## src/rtl/mdio_pkg.sv

```systemverilog
package mdio_pkg;
  localparam int CMD_W   = 32;
  localparam int DATA_W  = 16;
  localparam int EVT_BIT = 23;
  localparam int TA_HI   = 17;
  localparam int OP_HI   = 29;
  localparam int OP_LO   = 28;
  localparam logic [1:0] OP_READ = 2'b10;

  typedef enum logic [1:0] {
    SEL_DATA  = 2'd0,
    SEL_EVENT = 2'd1,
    SEL_SPEED = 2'd2,
    SEL_NONE  = 2'd3
  } csr_sel_e;
endpackage

```

## src/rtl/mdio_mdc_gen.sv

```systemverilog
module mdio_mdc_gen #(
  parameter int DIV_W = 6
) (
  input  logic             clk,
  input  logic             rst,
  input  logic             run,
  input  logic [DIV_W-1:0] half_div,
  output logic             mdc,
  output logic             rise_tick,
  output logic             fall_tick
);
  localparam logic [DIV_W-1:0] ONE = DIV_W'(1);

  logic [DIV_W-1:0] cnt_q;
  logic             mdc_q;
  logic             hit;

  assign hit       = run && (cnt_q == (half_div - ONE));
  assign rise_tick = hit && !mdc_q;
  assign fall_tick = hit && mdc_q;
  assign mdc       = mdc_q;

  always_ff @(posedge clk) begin
    if (rst || !run) begin
      cnt_q <= '0;
      mdc_q <= 1'b0;
    end else if (hit) begin
      cnt_q <= '0;
      mdc_q <= ~mdc_q;
    end else begin
      cnt_q <= cnt_q + ONE;
    end
  end

  // MDC cannot change level unless the divider reached its limit
  assert_mdc_toggle_on_hit_R2: assert property (@(posedge clk) disable iff (rst)
    (run && !hit) |=> $stable(mdc_q));
endmodule

```

## src/rtl/mdio_frame_engine.sv

```systemverilog
module mdio_frame_engine
  import mdio_pkg::*;
#(
  parameter int PRE_LEN = 32,
  parameter int DIV_W   = 6
) (
  input  logic              clk,
  input  logic              rst,
  input  logic              launch,
  input  logic [CMD_W-1:0]  cmd,
  input  logic [DIV_W-1:0]  half_div,
  input  logic              mdio_i,
  output logic              busy,
  output logic              done,
  output logic [DATA_W-1:0] rx_data,
  output logic              mdc,
  output logic              mdio_o,
  output logic              mdio_oe
);
  localparam int TOT   = PRE_LEN + CMD_W;
  localparam int POS_W = $clog2(TOT);
  localparam logic [POS_W-1:0] LAST_POS = POS_W'(TOT - 1);
  localparam logic [POS_W-1:0] REL_POS  = POS_W'(PRE_LEN + CMD_W - 1 - TA_HI);
  localparam logic [POS_W-1:0] CAP_POS  = POS_W'(PRE_LEN + CMD_W - DATA_W);
  localparam logic [POS_W-1:0] POS_ONE  = POS_W'(1);

  logic              busy_q;
  logic              rd_q;
  logic [DIV_W-1:0]  half_q;
  logic [POS_W-1:0]  pos_q;
  logic [POS_W-1:0]  pos_nx;
  logic [TOT-1:0]    tx_sr;
  logic              oe_q;
  logic [DATA_W-1:0] rx_q;
  logic              rise_tick;
  logic              fall_tick;

  mdio_mdc_gen #(.DIV_W(DIV_W)) u_mdc (
    .clk       (clk),
    .rst       (rst),
    .run       (busy_q),
    .half_div  (half_q),
    .mdc       (mdc),
    .rise_tick (rise_tick),
    .fall_tick (fall_tick)
  );

  assign pos_nx  = pos_q + POS_ONE;
  assign done    = busy_q && fall_tick && (pos_q == LAST_POS);
  assign busy    = busy_q;
  assign rx_data = rx_q;
  assign mdio_o  = tx_sr[TOT-1];
  assign mdio_oe = oe_q;

  always_ff @(posedge clk) begin
    if (rst) begin
      busy_q <= 1'b0;
      rd_q   <= 1'b0;
      half_q <= DIV_W'(1);
      pos_q  <= '0;
      tx_sr  <= '1;
      oe_q   <= 1'b0;
      rx_q   <= '0;
    end else if (launch && !busy_q) begin
      busy_q <= 1'b1;
      rd_q   <= (cmd[OP_HI:OP_LO] == OP_READ);
      half_q <= half_div;
      pos_q  <= '0;
      tx_sr  <= {{PRE_LEN{1'b1}}, cmd};
      oe_q   <= 1'b1;
    end else if (busy_q) begin
      if (rise_tick && rd_q && (pos_q >= CAP_POS))
        rx_q <= {rx_q[DATA_W-2:0], mdio_i};
      if (fall_tick) begin
        if (done) begin
          busy_q <= 1'b0;
          oe_q   <= 1'b0;
          tx_sr  <= '1;
        end else begin
          pos_q <= pos_nx;
          tx_sr <= {tx_sr[TOT-2:0], 1'b1};
          oe_q  <= !(rd_q && (pos_nx >= REL_POS));
        end
      end
    end
  end

  assert_mdc_idle_low_R2: assert property (@(posedge clk) disable iff (rst)
    !busy_q |-> !mdc);
  assert_oe_idle_low_R3: assert property (@(posedge clk) disable iff (rst)
    !busy_q |-> !mdio_oe);
  assert_read_release_R3: assert property (@(posedge clk) disable iff (rst)
    (busy_q && rd_q && (pos_q >= REL_POS)) |-> !mdio_oe);
  assert_write_drive_R3: assert property (@(posedge clk) disable iff (rst)
    (busy_q && !rd_q) |-> mdio_oe);
endmodule

```

## src/rtl/mdio_csr.sv

```systemverilog
module mdio_csr
  import mdio_pkg::*;
#(
  parameter int DIV_W    = 6,
  parameter int DEF_HALF = 2
) (
  input  logic              clk,
  input  logic              rst,
  input  logic              csr_wr,
  input  logic [1:0]        csr_addr,
  input  logic [CMD_W-1:0]  csr_wdata,
  output logic [CMD_W-1:0]  csr_rdata,
  input  logic              busy,
  input  logic              done,
  input  logic [DATA_W-1:0] rx_data,
  output logic              launch,
  output logic [DIV_W-1:0]  half_div
);
  csr_sel_e         sel;
  logic [CMD_W-1:0] data_q;
  logic             evt_q;
  logic [DIV_W-1:0] speed_q;
  logic             clr;
  logic [CMD_W-1:0] rd_mux;

  assign sel      = csr_sel_e'(csr_addr);
  assign launch   = csr_wr && (sel == SEL_DATA) && !busy;
  assign clr      = csr_wr && (sel == SEL_EVENT) && csr_wdata[EVT_BIT];
  assign half_div = (speed_q == '0) ? DIV_W'(1) : speed_q;

  always_ff @(posedge clk) begin
    if (rst) begin
      data_q  <= '0;
      evt_q   <= 1'b0;
      speed_q <= DIV_W'(DEF_HALF);
    end else begin
      if (launch)
        data_q <= csr_wdata;
      else if (done && (data_q[OP_HI:OP_LO] == OP_READ))
        data_q[DATA_W-1:0] <= rx_data;
      if (done)
        evt_q <= 1'b1;
      else if (clr)
        evt_q <= 1'b0;
      if (csr_wr && (sel == SEL_SPEED))
        speed_q <= csr_wdata[DIV_W:1];
    end
  end

  always_comb begin
    rd_mux = '0;
    case (sel)
      SEL_DATA:  rd_mux = data_q;
      SEL_EVENT: rd_mux[EVT_BIT] = evt_q;
      SEL_SPEED: rd_mux[DIV_W:1] = speed_q;
      default:   rd_mux = '0;
    endcase
  end

  always_ff @(posedge clk) begin
    if (rst) csr_rdata <= '0;
    else     csr_rdata <= rd_mux;
  end

  assert_event_set_R6: assert property (@(posedge clk) disable iff (rst)
    done |=> evt_q);
  assert_event_clear_R7: assert property (@(posedge clk) disable iff (rst)
    (clr && !done) |=> !evt_q);
  assert_busy_write_ignored_R9: assert property (@(posedge clk) disable iff (rst)
    (csr_wr && (sel == SEL_DATA) && busy && !done) |=> $stable(data_q));
endmodule

```

## src/rtl/mdio_mgmt_ctrl.sv

```systemverilog
module mdio_mgmt_ctrl
  import mdio_pkg::*;
#(
  parameter int PRE_LEN  = 32,
  parameter int DIV_W    = 6,
  parameter int DEF_HALF = 2
) (
  input  logic        clk,
  input  logic        rst,
  input  logic        csr_wr,
  input  logic [1:0]  csr_addr,
  input  logic [31:0] csr_wdata,
  output logic [31:0] csr_rdata,
  output logic        mdc,
  output logic        mdio_o,
  output logic        mdio_oe,
  input  logic        mdio_i
);
  logic              busy;
  logic              done;
  logic              launch;
  logic [DIV_W-1:0]  half_div;
  logic [DATA_W-1:0] rx_data;

  mdio_csr #(.DIV_W(DIV_W), .DEF_HALF(DEF_HALF)) u_csr (
    .clk       (clk),
    .rst       (rst),
    .csr_wr    (csr_wr),
    .csr_addr  (csr_addr),
    .csr_wdata (csr_wdata),
    .csr_rdata (csr_rdata),
    .busy      (busy),
    .done      (done),
    .rx_data   (rx_data),
    .launch    (launch),
    .half_div  (half_div)
  );

  mdio_frame_engine #(.PRE_LEN(PRE_LEN), .DIV_W(DIV_W)) u_eng (
    .clk      (clk),
    .rst      (rst),
    .launch   (launch),
    .cmd      (csr_wdata),
    .half_div (half_div),
    .mdio_i   (mdio_i),
    .busy     (busy),
    .done     (done),
    .rx_data  (rx_data),
    .mdc      (mdc),
    .mdio_o   (mdio_o),
    .mdio_oe  (mdio_oe)
  );
endmodule

```

## config.mk

```make
export PLATFORM = sky130hd
export DESIGN_NAME = mdio_mgmt_ctrl
export DESIGN_NICKNAME = d
export VERILOG_FILES = /design/src/rtl/mdio_pkg.sv /design/src/rtl/mdio_mdc_gen.sv /design/src/rtl/mdio_frame_engine.sv /design/src/rtl/mdio_csr.sv /design/src/rtl/mdio_mgmt_ctrl.sv
export SDC_FILE = /design/constraint.sdc
export NUM_CORES = 1
export LEC_CHECK = 0
export BUFFER_PORTS_ARGS = -buffer_cell sky130_fd_sc_hd__buf_4
export CORE_MARGIN = 2
export CORE_UTILIZATION = 55
export CTS_CLUSTER_SIZE = 10
export DETAILED_ROUTE_END_ITERATION = 7
export GPL_TIMING_DRIVEN = 1
export HOLD_SLACK_MARGIN = 0.08
export PLACE_DENSITY = 0.85
export SLEW_MARGIN = 20
export SYNTH_ARGS = -nofsm -noshare
export SYNTH_HDL_FRONTEND = slang
export SYNTH_SLANG_ARGS = --single-unit
export TNS_END_PERCENT = 100
```

## constraint.sdc

```tcl
create_clock -name clk -period 3.15 [get_ports clk]
set_input_delay 0.315 -clock clk [delete_from_list [all_inputs] [get_ports clk]]
set_output_delay 0.315 -clock clk [all_outputs]
set_load 0.01 [all_outputs]
```

==> reports/summary.txt, run 1 <==
===================================================================================
Outcome                                                                   completed
Area growth syn-to-layout                                                     17.4%
Static leakage                                                           0.00337 uW
Yosys reg bits                                                                  173
Largest vdd supply drop                                                  0.000367 V
Min-Delay Path Depth                                                              2
Reg-to-reg critical path endpoint                                      u_csr.data_q[10]
Global-route congestion overflow total                                            0
Post-route standard cell area excluding fillers                          7960 sq um
Total core area                                                         12000 sq um
Internal power                                                              3570 uW
Slew HR                                                                       43.3%
Die extent in x                                                              115 um
Origin of the critical flop-to-flop path                               u_eng.half_q[0]
Top post-synthesis cells by area                                       sky130_fd_sc_hd__dfxtp_1, sky130_fd_sc_hd__nor2_1, sky130_fd_sc_hd__mux2i_1
Clock insertion delay at the later pin of the skew report                    430 ps
Count of placed standard cells in the final layout, fillers left out            931
Reg clk slew, reported paths                                                  70 ps
Final Hold Vio Count                                                              0
Crit share post-route                                                         82.4%
# fillers                                                                       941
Top-area cell type share of the netlist area                                  51.1%
Switching part of the total                                                   22.0%
Final Slew Violations                                                             0
Ports placed on the boundary                                                     73
Post-placement cell area                                                 7370 sq um
Share of synthesized area occupied by flip-flops and latches                  51.1%
Proportion of power drawn by combinational gates                               5.2%
Endpoint kind of the worst setup timing path                                   flop
Pin count of the biggest net entering global routing                             76
Antenna diode instance count                                                      0
Starting utilization of the core area                                         56.4%
Worst hold slack                                                             103 ps
Synthesized cell area                                                    6780 sq um
Achievable frequency                                                        385 MHz
Max-Cap Viols                                                                     0
Pre-Repair DR Iteration Count                                                     5
Number of antenna violations at the first check in global routing                 0
Root Buffer                                                            sky130_fd_sc_hd__clkbuf_16
H-tree lvl count                                                                  4
DIE HEIGHT                                                                   115 um
Via count of the first global-routing pass                                     5382
List of most frequent post-synthesis cells                             sky130_fd_sc_hd__dfxtp_1, sky130_fd_sc_hd__nor2_1, sky130_fd_sc_hd__nand2_1, sky130_fd_sc_hd__nor3_1
Nets@finish                                                                     813
Worst path required time                                                    3440 ps
WP data arrival                                                             2880 ps
Power share of the sequential group                                           49.5%
Worst Path Max Fanout                                                            16
Accumulated negative setup slack                                               0 ps
Power density cells                                                     575 nW/um^2
Placer Congestion                                                             0.830
Kind of start point of the critical path                                       flop
Fin crit period                                                             2590 ps
Count of unresolved DRC violations after routing                                  0
Setup repair after global routing missed its margin                           false
Mean Syn Cell Area                                                       9.35 sq um
Final Setup Violations                                                            0
Detailed-route wire length per cell                                         17.2 um
Critical path class                                                      reg -> reg
Internal reg-to-reg setup slack                                              560 ps
Async set-or-reset flop fraction in the synthesized netlist                      0%
Highest-delay cell along the critical path                             sky130_fd_sc_hd__dfxtp_1
Global-route wire length before repair                                     26000 um
TritonCTS buffer count                                                           17
Post-cts gate resize count                                                        0
Buffers inserted during post-CTS setup optimization                               0
Num Clock Sinks                                                                 173
Net count after synthesis                                                       767
Cts hold-fix bufs                                                                 0
Part of the power in the clock network                                        45.4%
EDFF count, synth                                                                 0
DP HPWL                                                                    10100 um
Source of the worst hold timing path                                   csr_wdata[20]
Via count                                                                      5562
Synth area leader                                                      sky130_fd_sc_hd__dfxtp_1
DRT Wirelength                                                             16000 um
Cell with the most instances on the worst path                         sky130_fd_sc_hd__and2_1
Worst stage delay on the critical path                                       410 ps
Setup Skew                                                                  6.38 ps
CTS tree                                                                       done
Average vias per placed instance                                               5.97
Min-delay worst type                                                      in -> reg
Remaining number of nets flagged by the antenna check after routing               0
Reg2Reg Depth                                                                     9
Proportion of layout cells with a drive suffix above 1                        16.6%
Cell-by-cell trace of the critical path                                inv_1, ha_1, and2_1, o21a_1, o31ai_4, and2_1, buf_4, a31oi_2, o2bb2ai_1
Largest buffer count on any clock path                                            2
Most repeated cell in the gate-level netlist after synthesis           sky130_fd_sc_hd__dfxtp_1
Number of unique standard cell types used by synthesis                           52
Yosys warning total                                                               0
Placed insts                                                                    899
Number of buffers added on ports                                                 72
Floorplan row count                                                              40
End of the worst hold path                                             u_csr.data_q[20]
Dominant synthesized flop cell                                         sky130_fd_sc_hd__dfxtp_1
Transition time at the pin with the least slew margin                        847 ps
Power spent charging and discharging nets                                   1010 uW
Die ar.                                                                 13200 sq um
DRC violation total after the first TritonRoute iteration                       568
Cells after synthesis                                                           725
Combined global-route utilization of all metal layers                         24.8%
===================================================================================
[how the worst max path moves through the flow]
stage,startpoint,endpoint,slack [ps],cells after the start
detailed placement,u_eng.half_q[0],u_csr.data_q[7],590,9
global route,u_eng.half_q[0],u_csr.data_q[10],410,9
finish,u_eng.half_q[0],u_csr.data_q[10],560,9
floorplan,u_eng.half_q[0],u_eng.tx_sr[10],950,10
global placement,u_eng.half_q[0],u_csr.data_q[14],640,9
CTS,u_eng.half_q[0],u_csr.data_q[7],570,9
[critical path, delay by kind of cell, from the launching register on]
| family | cells | cell delay, ps |
|---|---|---|
| compound gates | 4 | 1160 |
| fa+ha+maj | 1 | 210 |
| buf+inv | 2 | 290 |
| flops | 1 | 410 |
| simple gates | 2 | 370 |
[placed cells by master, fill, tap and decap left out, types with 15 or more instances in the layout]
master,netlist,final
sky130_fd_sc_hd__buf_4,1,83
sky130_fd_sc_hd__a22oi_1,32,32
sky130_fd_sc_hd__dfxtp_1,173,173
sky130_fd_sc_hd__a211o_1,31,31
sky130_fd_sc_hd__nand2_1,45,44
sky130_fd_sc_hd__and2_1,29,29
sky130_fd_sc_hd__nor3_1,37,36
sky130_fd_sc_hd__and3_1,15,15
sky130_fd_sc_hd__o21ai_0,36,36
sky130_fd_sc_hd__a22o_1,20,20
sky130_fd_sc_hd__mux2i_1,29,29
sky130_fd_sc_hd__nor2_1,108,106
sky130_fd_sc_hd__clkbuf_16,0,17
[cells by family after synthesis]
family | synth area share (%)
simple gates | 18.2
fa+ha+maj | 0.738
compound gates | 19.8
flops | 51.1
mux | 4.28
xor+xnor | 1.68
buf+inv | 4.23
[flip-flops by register name, summed over array words and instances (netlist names)]
name	count
u_csr.data_q	32
u_eng.pos_q	6
u_eng.half_q	6
u_eng.u_mdc.cnt_q	6
u_csr.evt_q	1
u_eng.rx_data	16
u_eng.rd_q	1
u_csr.csr_rdata	32
u_eng.mdio_oe	1
u_eng.tx_sr	64
u_csr.speed_q	6
u_eng.busy	1
u_eng.u_mdc.mdc	1
[power by group through the flow]
stage | logic, uW | clock network [uW] | registers (uW)
CTS | 237 | 2090 | 2260
floorplan | 147 | 0 | 2300
global route | 257 | 2200 | 2270
detailed placement | 233 | 0 | 2310
finish | 237 | 2080 | 2260
global placement | 227 | 0 | 2310
[per-stage QoR]
stage	util (%)	power (uW)	setup WS, ps
finish	66.3	4570	555
detailed placement	61.4	2540	591
CTS	66.3	4590	568
floorplan	-	2450	954
global placement	61.4	2530	643
global route	66.3	4720	406
[routing by layer]
layer  GRT usage (%)  wire length [um]  vias to the layer above
met5               0                 0                        -
met3            5.54               868                       35
met1            30.9              6760                     2692
met4            11.4               415                        0
met2            41.2              7930                      183
li1                -                 -                     2652
[cell type report]
type | instances | area, sq um | share of cell area (%)
inverters | 8 | 30.0 | 0.377
clock buffers | 23 | 478 | 6.01
multi-input cells | 487 | 3050 | 38.3
repair buffers | 84 | 643 | 8.08
clock inverters | 9 | 111 | 1.40
flip-flops and latches | 173 | 3460 | 43.5
well taps | 147 | 184 | 2.31
Power figures use the tool's default switching activity.
==> run 2: changes to the inputs <==
Clock period 3.15 ns to 2.7 ns, I/O delays scaled along.
==> run 2 against run 1 <==
Compared with the run above: clock-buffer cell count down 2; global-route usage grew 0.95 points; fmax increased by 1.6%; design area is 3.0% higher; first-iteration DRC count is 20% lower; clock skew about the same; register-to-register slack worse by 410 ps; non-clock buffer count is 23 higher; hold slack got worse by 13 ps; total power grew 19%; combinational power rose by 29%; largest cell class unchanged; critical endpoint is now u_eng.tx_sr[22].
==> reports/summary.txt, run 2 (synthesized netlist as in run 1, its figures left out) <==
===================================================================================
Ports placed on the boundary                                                     73
Via count                                                                      5736
Floorplan row count                                                              40
Final Slew Violations                                                             0
# fillers                                                                       889
Average vias per placed instance                                               6.01
Reg2Reg Depth                                                                    10
Root Buffer                                                            sky130_fd_sc_hd__clkbuf_16
Starting utilization of the core area                                         56.4%
Largest vdd supply drop                                                  0.000448 V
Accumulated negative setup slack                                               0 ps
Worst Path Max Fanout                                                            33
Count of unresolved DRC violations after routing                                  0
Achievable frequency                                                        392 MHz
DRT Wirelength                                                             16600 um
Pre-Repair DR Iteration Count                                                     5
Placement Setup Slack                                                        159 ps
Placed insts                                                                    904
Min-Delay Path Depth                                                              3
Worst path required time                                                    3020 ps
Power share of the sequential group                                           48.4%
Internal power                                                              4270 uW
Part of the power in the clock network                                        46.0%
DIE HEIGHT                                                                   115 um
Buffers inserted during post-CTS setup optimization                               0
Highest-delay cell along the critical path                             sky130_fd_sc_hd__dfxtp_1
Setup repair after global routing missed its margin                           false
Number of flip-flops under the largest register name                             64
Clock insertion delay at the later pin of the skew report                    430 ps
Outcome                                                                   completed
DRC violation total after the first TritonRoute iteration                       456
Crit share post-route                                                         94.6%
Power spent charging and discharging nets                                   1190 uW
Global-route congestion overflow total                                            0
Post-layout utilization of the core                                           68.3%
Register with the most flip-flops                                       u_eng.tx_sr
Antenna diode instance count                                                      0
WP depth                                                                         10
DP HPWL                                                                    10300 um
Static leakage                                                           0.00347 uW
Total core area                                                         12000 sq um
Switching part of the total                                                   21.7%
Highest-count cells in the layout ignoring fill and taps               sky130_fd_sc_hd__dfxtp_1, sky130_fd_sc_hd__nor2_1, sky130_fd_sc_hd__buf_4
Cell family contributing the most delay on the critical path           compound AO/OA/AOI/OAI gates
Final Hold Vio Count                                                              0
Min-delay worst type                                                      in -> reg
Setup Skew                                                                  6.34 ps
Proportion of power drawn by combinational gates                               5.6%
Cell-by-cell trace of the critical path                                inv_1, ha_1, and2_1, a211oi_2, o31ai_4, buf_4, nand4_1, buf_4, a22oi_1, a211o_1
Reg clk slew, reported paths                                                  60 ps
Global-route wire length before repair                                     26800 um
Area growth syn-to-layout                                                     20.9%
Cell with the most instances on the worst path                         sky130_fd_sc_hd__buf_4
Proportion of layout cells with a drive suffix above 1                        17.0%
Num Clock Sinks                                                                 173
Detailed-route wire length per cell                                         17.4 um
Kind of start point of the critical path                                       flop
Pin count of the biggest net entering global routing                             74
Fin crit period                                                             2550 ps
Worst stage delay on the critical path                                       420 ps
Largest regs                                                           u_eng.tx_sr (64), u_csr.csr_rdata (32), u_csr.data_q (32)
TritonCTS buffer count                                                           17
Transition time at the pin with the least slew margin                        752 ps
Largest buffer count on any clock path                                            2
Die extent in x                                                              115 um
Die ar.                                                                 13200 sq um
H-tree lvl count                                                                  4
Remaining number of nets flagged by the antenna check after routing               0
WP data arrival                                                             2870 ps
Nets@finish                                                                     836
Count of buffer and inverter cells on the critical path                           3
Count of placed standard cells in the final layout, fillers left out            954
Final Setup Violations                                                            0
Slew HR                                                                       49.7%
Endpoint kind of the worst setup timing path                                   flop
Combined global-route utilization of all metal layers                         25.8%
CTS tree                                                                       done
Critical path class                                                      reg -> reg
Most common library cell in the layout ignoring fill and taps          sky130_fd_sc_hd__dfxtp_1
Power density cells                                                     665 nW/um^2
Setup slack of the critical path after layout                                147 ps
Placer Congestion                                                             0.883
Max-Cap Viols                                                                     0
Number of antenna violations at the first check in global routing                 0
Via count of the first global-routing pass                                     5498
Number of buffers added on ports                                                 72
===================================================================================
-- run 2: cell count changes in the layout (fill, tap and decap cells not counted) --
cell                            before  now
sky130_fd_sc_hd__clkinvlp_4          2    4
sky130_fd_sc_hd__nor2_4              0    1
sky130_fd_sc_hd__clkinv_2            2    4
sky130_fd_sc_hd__buf_6               0    2
sky130_fd_sc_hd__clkbuf_1            3    1
sky130_fd_sc_hd__dlygate4sd3_1       0   18
sky130_fd_sc_hd__buf_12              1    0
sky130_fd_sc_hd__clkinv_4            3    0
sky130_fd_sc_hd__bufinv_16           2    3
sky130_fd_sc_hd__buf_4              83   87
sky130_fd_sc_hd__nor2_2              3    2
-- run 2: layout make-up --
cell class / instances / area (sq um) / share of cell area [%]
well taps: 147 / 184 / 2.24
clock inverters: 11 / 140 / 1.71
clock buffers: 21 / 470 / 5.74
inverters: 8 / 30.0 / 0.366
flip-flops and latches: 173 / 3460 / 42.2
repair buffers: 107 / 856 / 10.4
multi-input cells: 487 / 3050 / 37.3
-- run 2: worst register-to-register path, cell delays in order, from the launching register on --
cell and delay (ps):
sky130_fd_sc_hd__dfxtp_1 420, sky130_fd_sc_hd__inv_1 70, sky130_fd_sc_hd__ha_1 210, sky130_fd_sc_hd__and2_1 200, sky130_fd_sc_hd__a211oi_2 320, sky130_fd_sc_hd__o31ai_4 120
sky130_fd_sc_hd__buf_4 180, sky130_fd_sc_hd__nand4_1 80, sky130_fd_sc_hd__buf_4 350, sky130_fd_sc_hd__a22oi_1 190, sky130_fd_sc_hd__a211o_1 300
-- run 2: path summary, 6_finish.rpt --
kind	startpoint	end	slack, ps
max reg2reg	u_eng.half_q[0]	u_eng.tx_sr[22]	150
min reg2reg	u_csr.data_q[11]	u_csr.data_q[11]	460
min	csr_wdata[6]	u_csr.speed_q[5]	90
max	u_eng.half_q[0]	u_eng.tx_sr[22]	150
-- run 2: through the flow --
| step | cell area, sq um | hold slack [ps] | total power (uW) |
|---|---|---|---|
| after global placement | 7390 | 438 | 2960 |
| after CTS | 8190 | 82.3 | 5450 |
| after global routing | 8200 | 86.0 | 5610 |
| after floorplan | 6780 | 381 | 2860 |
| final | 8200 | 89.7 | 5450 |
| after detailed placement | 7400 | 440 | 2970 |
-- run 2: layer usage --
layer | global-route usage (%) | part of all wire, %
met5 | 0 | 0
met1 | 31.1 | 43
met3 | 6.59 | 4.7
met2 | 43.3 | 50
met4 | 11.9 | 2.9
-- run 2: power groups by stage --
stage / clock, uW / combinational, uW / sequential [uW]
2_1_floorplan: 0 / 171 / 2690
3_5_place_dp: 0 / 278 / 2690
5_1_grt: 2640 / 331 / 2640
4_1_cts: 2510 / 302 / 2640
3_3_place_gp: 0 / 268 / 2690
6_report: 2510 / 305 / 2640
-- run 2: timing repair --
| action | CTS | global route |
|---|---|---|
| endpoints found under the hold margin | 18 | 0 |
| hold buffers | 18 | 0 |
| gates resized for setup | 0 | 2 |
| setup endpoints to repair | 0 | 3 |
==> run 3: changes to the inputs <==
Settings changed: CORE_UTILIZATION 55 to 50, PLACE_DENSITY 0.85 to 0.8.
==> run 3 against run 2 <==
Compared with the run above: clock skew up 3.3 ps; largest power group unchanged; global-route usage fell by 3.0 points; clock-buffer cell count is 2 higher; clock power shrank 11%; sequential power barely moved; critical endpoint is now u_eng.pos_q[4].
==> reports/summary.txt, run 3 (synthesized netlist as in run 1, its figures left out) <==
==================================================================================
DIE HEIGHT                                                                  120 um
Sequential cell area                                                    3460 sq um
Count of unresolved DRC violations after routing                                 0
Via count                                                                     5660
Slew HR                                                                      46.6%
Largest regs                                                          u_eng.tx_sr (64), u_csr.csr_rdata (32), u_csr.data_q (32)
Number of antenna violations at the first check in global routing                0
Die ar.                                                                14500 sq um
Register with the most flip-flops                                      u_eng.tx_sr
Combined global-route utilization of all metal layers                        22.8%
Crit share post-route                                                        95.0%
Area growth syn-to-layout                                                    20.3%
Static leakage                                                          0.00344 uW
Global-route wire length before repair                                    26600 um
Achievable frequency                                                       390 MHz
Placement Setup Slack                                                       187 ps
Root Buffer                                                           sky130_fd_sc_hd__clkbuf_16
Post-route standard cell area excluding fillers                         8150 sq um
Internal reg-to-reg setup slack                                             140 ps
DRT Wirelength                                                            16100 um
Fin crit period                                                            2560 ps
Critical path class                                                     reg -> reg
Global-route congestion overflow total                                           0
Die extent in x                                                             120 um
Detailed-route wire length per cell                                        16.4 um
Setup slack of the critical path after layout                               136 ps
Number of buffers added on ports                                                72
Final Hold Vio Count                                                             0
Final Slew Violations                                                            0
Setup repair after global routing missed its margin                           true
Pin count of the biggest net entering global routing                            73
Min-delay worst type                                                     in -> reg
Kind of start point of the critical path                                      flop
Floorplan row count                                                             42
Starting utilization of the core area                                        51.2%
Transition time at the pin with the least slew margin                       798 ps
Largest vdd supply drop                                                 0.000541 V
Post-layout utilization of the core                                          61.6%
Proportion of layout cells with a drive suffix above 1                       16.6%
Setup Skew                                                                 9.65 ps
Worst Path Max Fanout                                                           20
Post-placement cell area                                                7480 sq um
# fillers                                                                     1092
Most common library cell in the layout ignoring fill and taps         sky130_fd_sc_hd__dfxtp_1
DP HPWL                                                                   10300 um
Placer Congestion                                                            0.862
Accumulated negative setup slack                                              0 ps
Antenna diode instance count                                                     0
H-tree lvl count                                                                 4
Total core area                                                        13200 sq um
Clock insertion delay at the later pin of the skew report                   420 ps
Buffers inserted during post-CTS setup optimization                              0
Final Setup Violations                                                           0
DRC violation total after the first TritonRoute iteration                      428
WP data arrival                                                            2920 ps
TritonCTS buffer count                                                          17
Design Power                                                               5170 uW
Via count of the first global-routing pass                                    5527
Endpoint kind of the worst setup timing path                                  flop
Average vias per placed instance                                              5.79
Remaining number of nets flagged by the antenna check after routing              0
Number of flip-flops under the largest register name                            64
Highest-count cells in the layout ignoring fill and taps              sky130_fd_sc_hd__dfxtp_1, sky130_fd_sc_hd__nor2_1, sky130_fd_sc_hd__buf_4
CTS tree                                                                      done
Max-Cap Viols                                                                    0
Ports placed on the boundary                                                    73
Power density cells                                                    634 nW/um^2
Outcome                                                                  completed
Largest buffer count on any clock path                                           2
Pre-Repair DR Iteration Count                                                    5
Combined area of the multi-input logic cells                            3050 sq um
Reg clk slew, reported paths                                                 60 ps
Nets@finish                                                                    833
Worst path required time                                                   3060 ps
Num Clock Sinks                                                                173
==================================================================================
## run 3: changes by cell type in the layout (fill, tap and decap cells not counted), sizes merged
cell,before,now
buf,89,90
dlygate4sd3,18,14
clkbuf,21,23
clkinv,4,5
bufinv,3,1
clkinvlp,4,1
## run 3: repair_timing
item,CTS,global route
hold buffers,14,0
resized for setup,0,1
hold endpoints to repair,14,0
setup endpoints to repair,0,4
## run 3: final cells by class
class                           count  share of cell area (%)
Tap cell                          176                    2.70
Sequential cell                   173                    42.5
Clock buffer                       23                    5.74
Multi-Input combinational cell    487                    37.4
Clock inverter                      7                   0.813
Timing Repair Buffer              104                    10.5
Inverter                            8                   0.368
## run 3: power breakdown
part | internal, uW | total (uW) | switching [uW]
Clock | 1300 | 2230 | 923
Combinational | 141 | 304 | 164
Sequential | 2610 | 2640 | 32.6
## run 3: path summary, 6_finish.rpt
path | from | end | cells past startpoint
worst min register to register | u_csr.data_q[14] | u_csr.data_q[14] | 1
worst max-delay path | u_eng.half_q[0] | u_eng.pos_q[4] | 9
worst max register to register | u_eng.half_q[0] | u_eng.pos_q[4] | 9
worst min-delay path | mdio_i | u_eng.rx_data[0] | 3
## run 3: worst max-delay path, cell delays in order (launching register included)
cell and delay (ps):
sky130_fd_sc_hd__dfxtp_1 400, sky130_fd_sc_hd__inv_1 70, sky130_fd_sc_hd__ha_1 210, sky130_fd_sc_hd__and2_1 190, sky130_fd_sc_hd__o21a_1 220, sky130_fd_sc_hd__o31ai_4 370
sky130_fd_sc_hd__nand2_2 290, sky130_fd_sc_hd__buf_4 300, sky130_fd_sc_hd__o21ai_0 240, sky130_fd_sc_hd__o311a_1 190
## run 3: metal layers
layer	GRT usage [%]	wire [um]	up-vias
met5	0	0	-
met4	9.52	323	0
met3	4.58	836	29
met2	38.4	7920	194
met1	28.4	6990	2742
li1	-	-	2695
## run 3: through the flow
stage,hold WS (ps),cells
finish,97.0,978
detailed placement,445,934
global placement,440,934
CTS,81.9,978
floorplan,381,725
global route,90.8,978
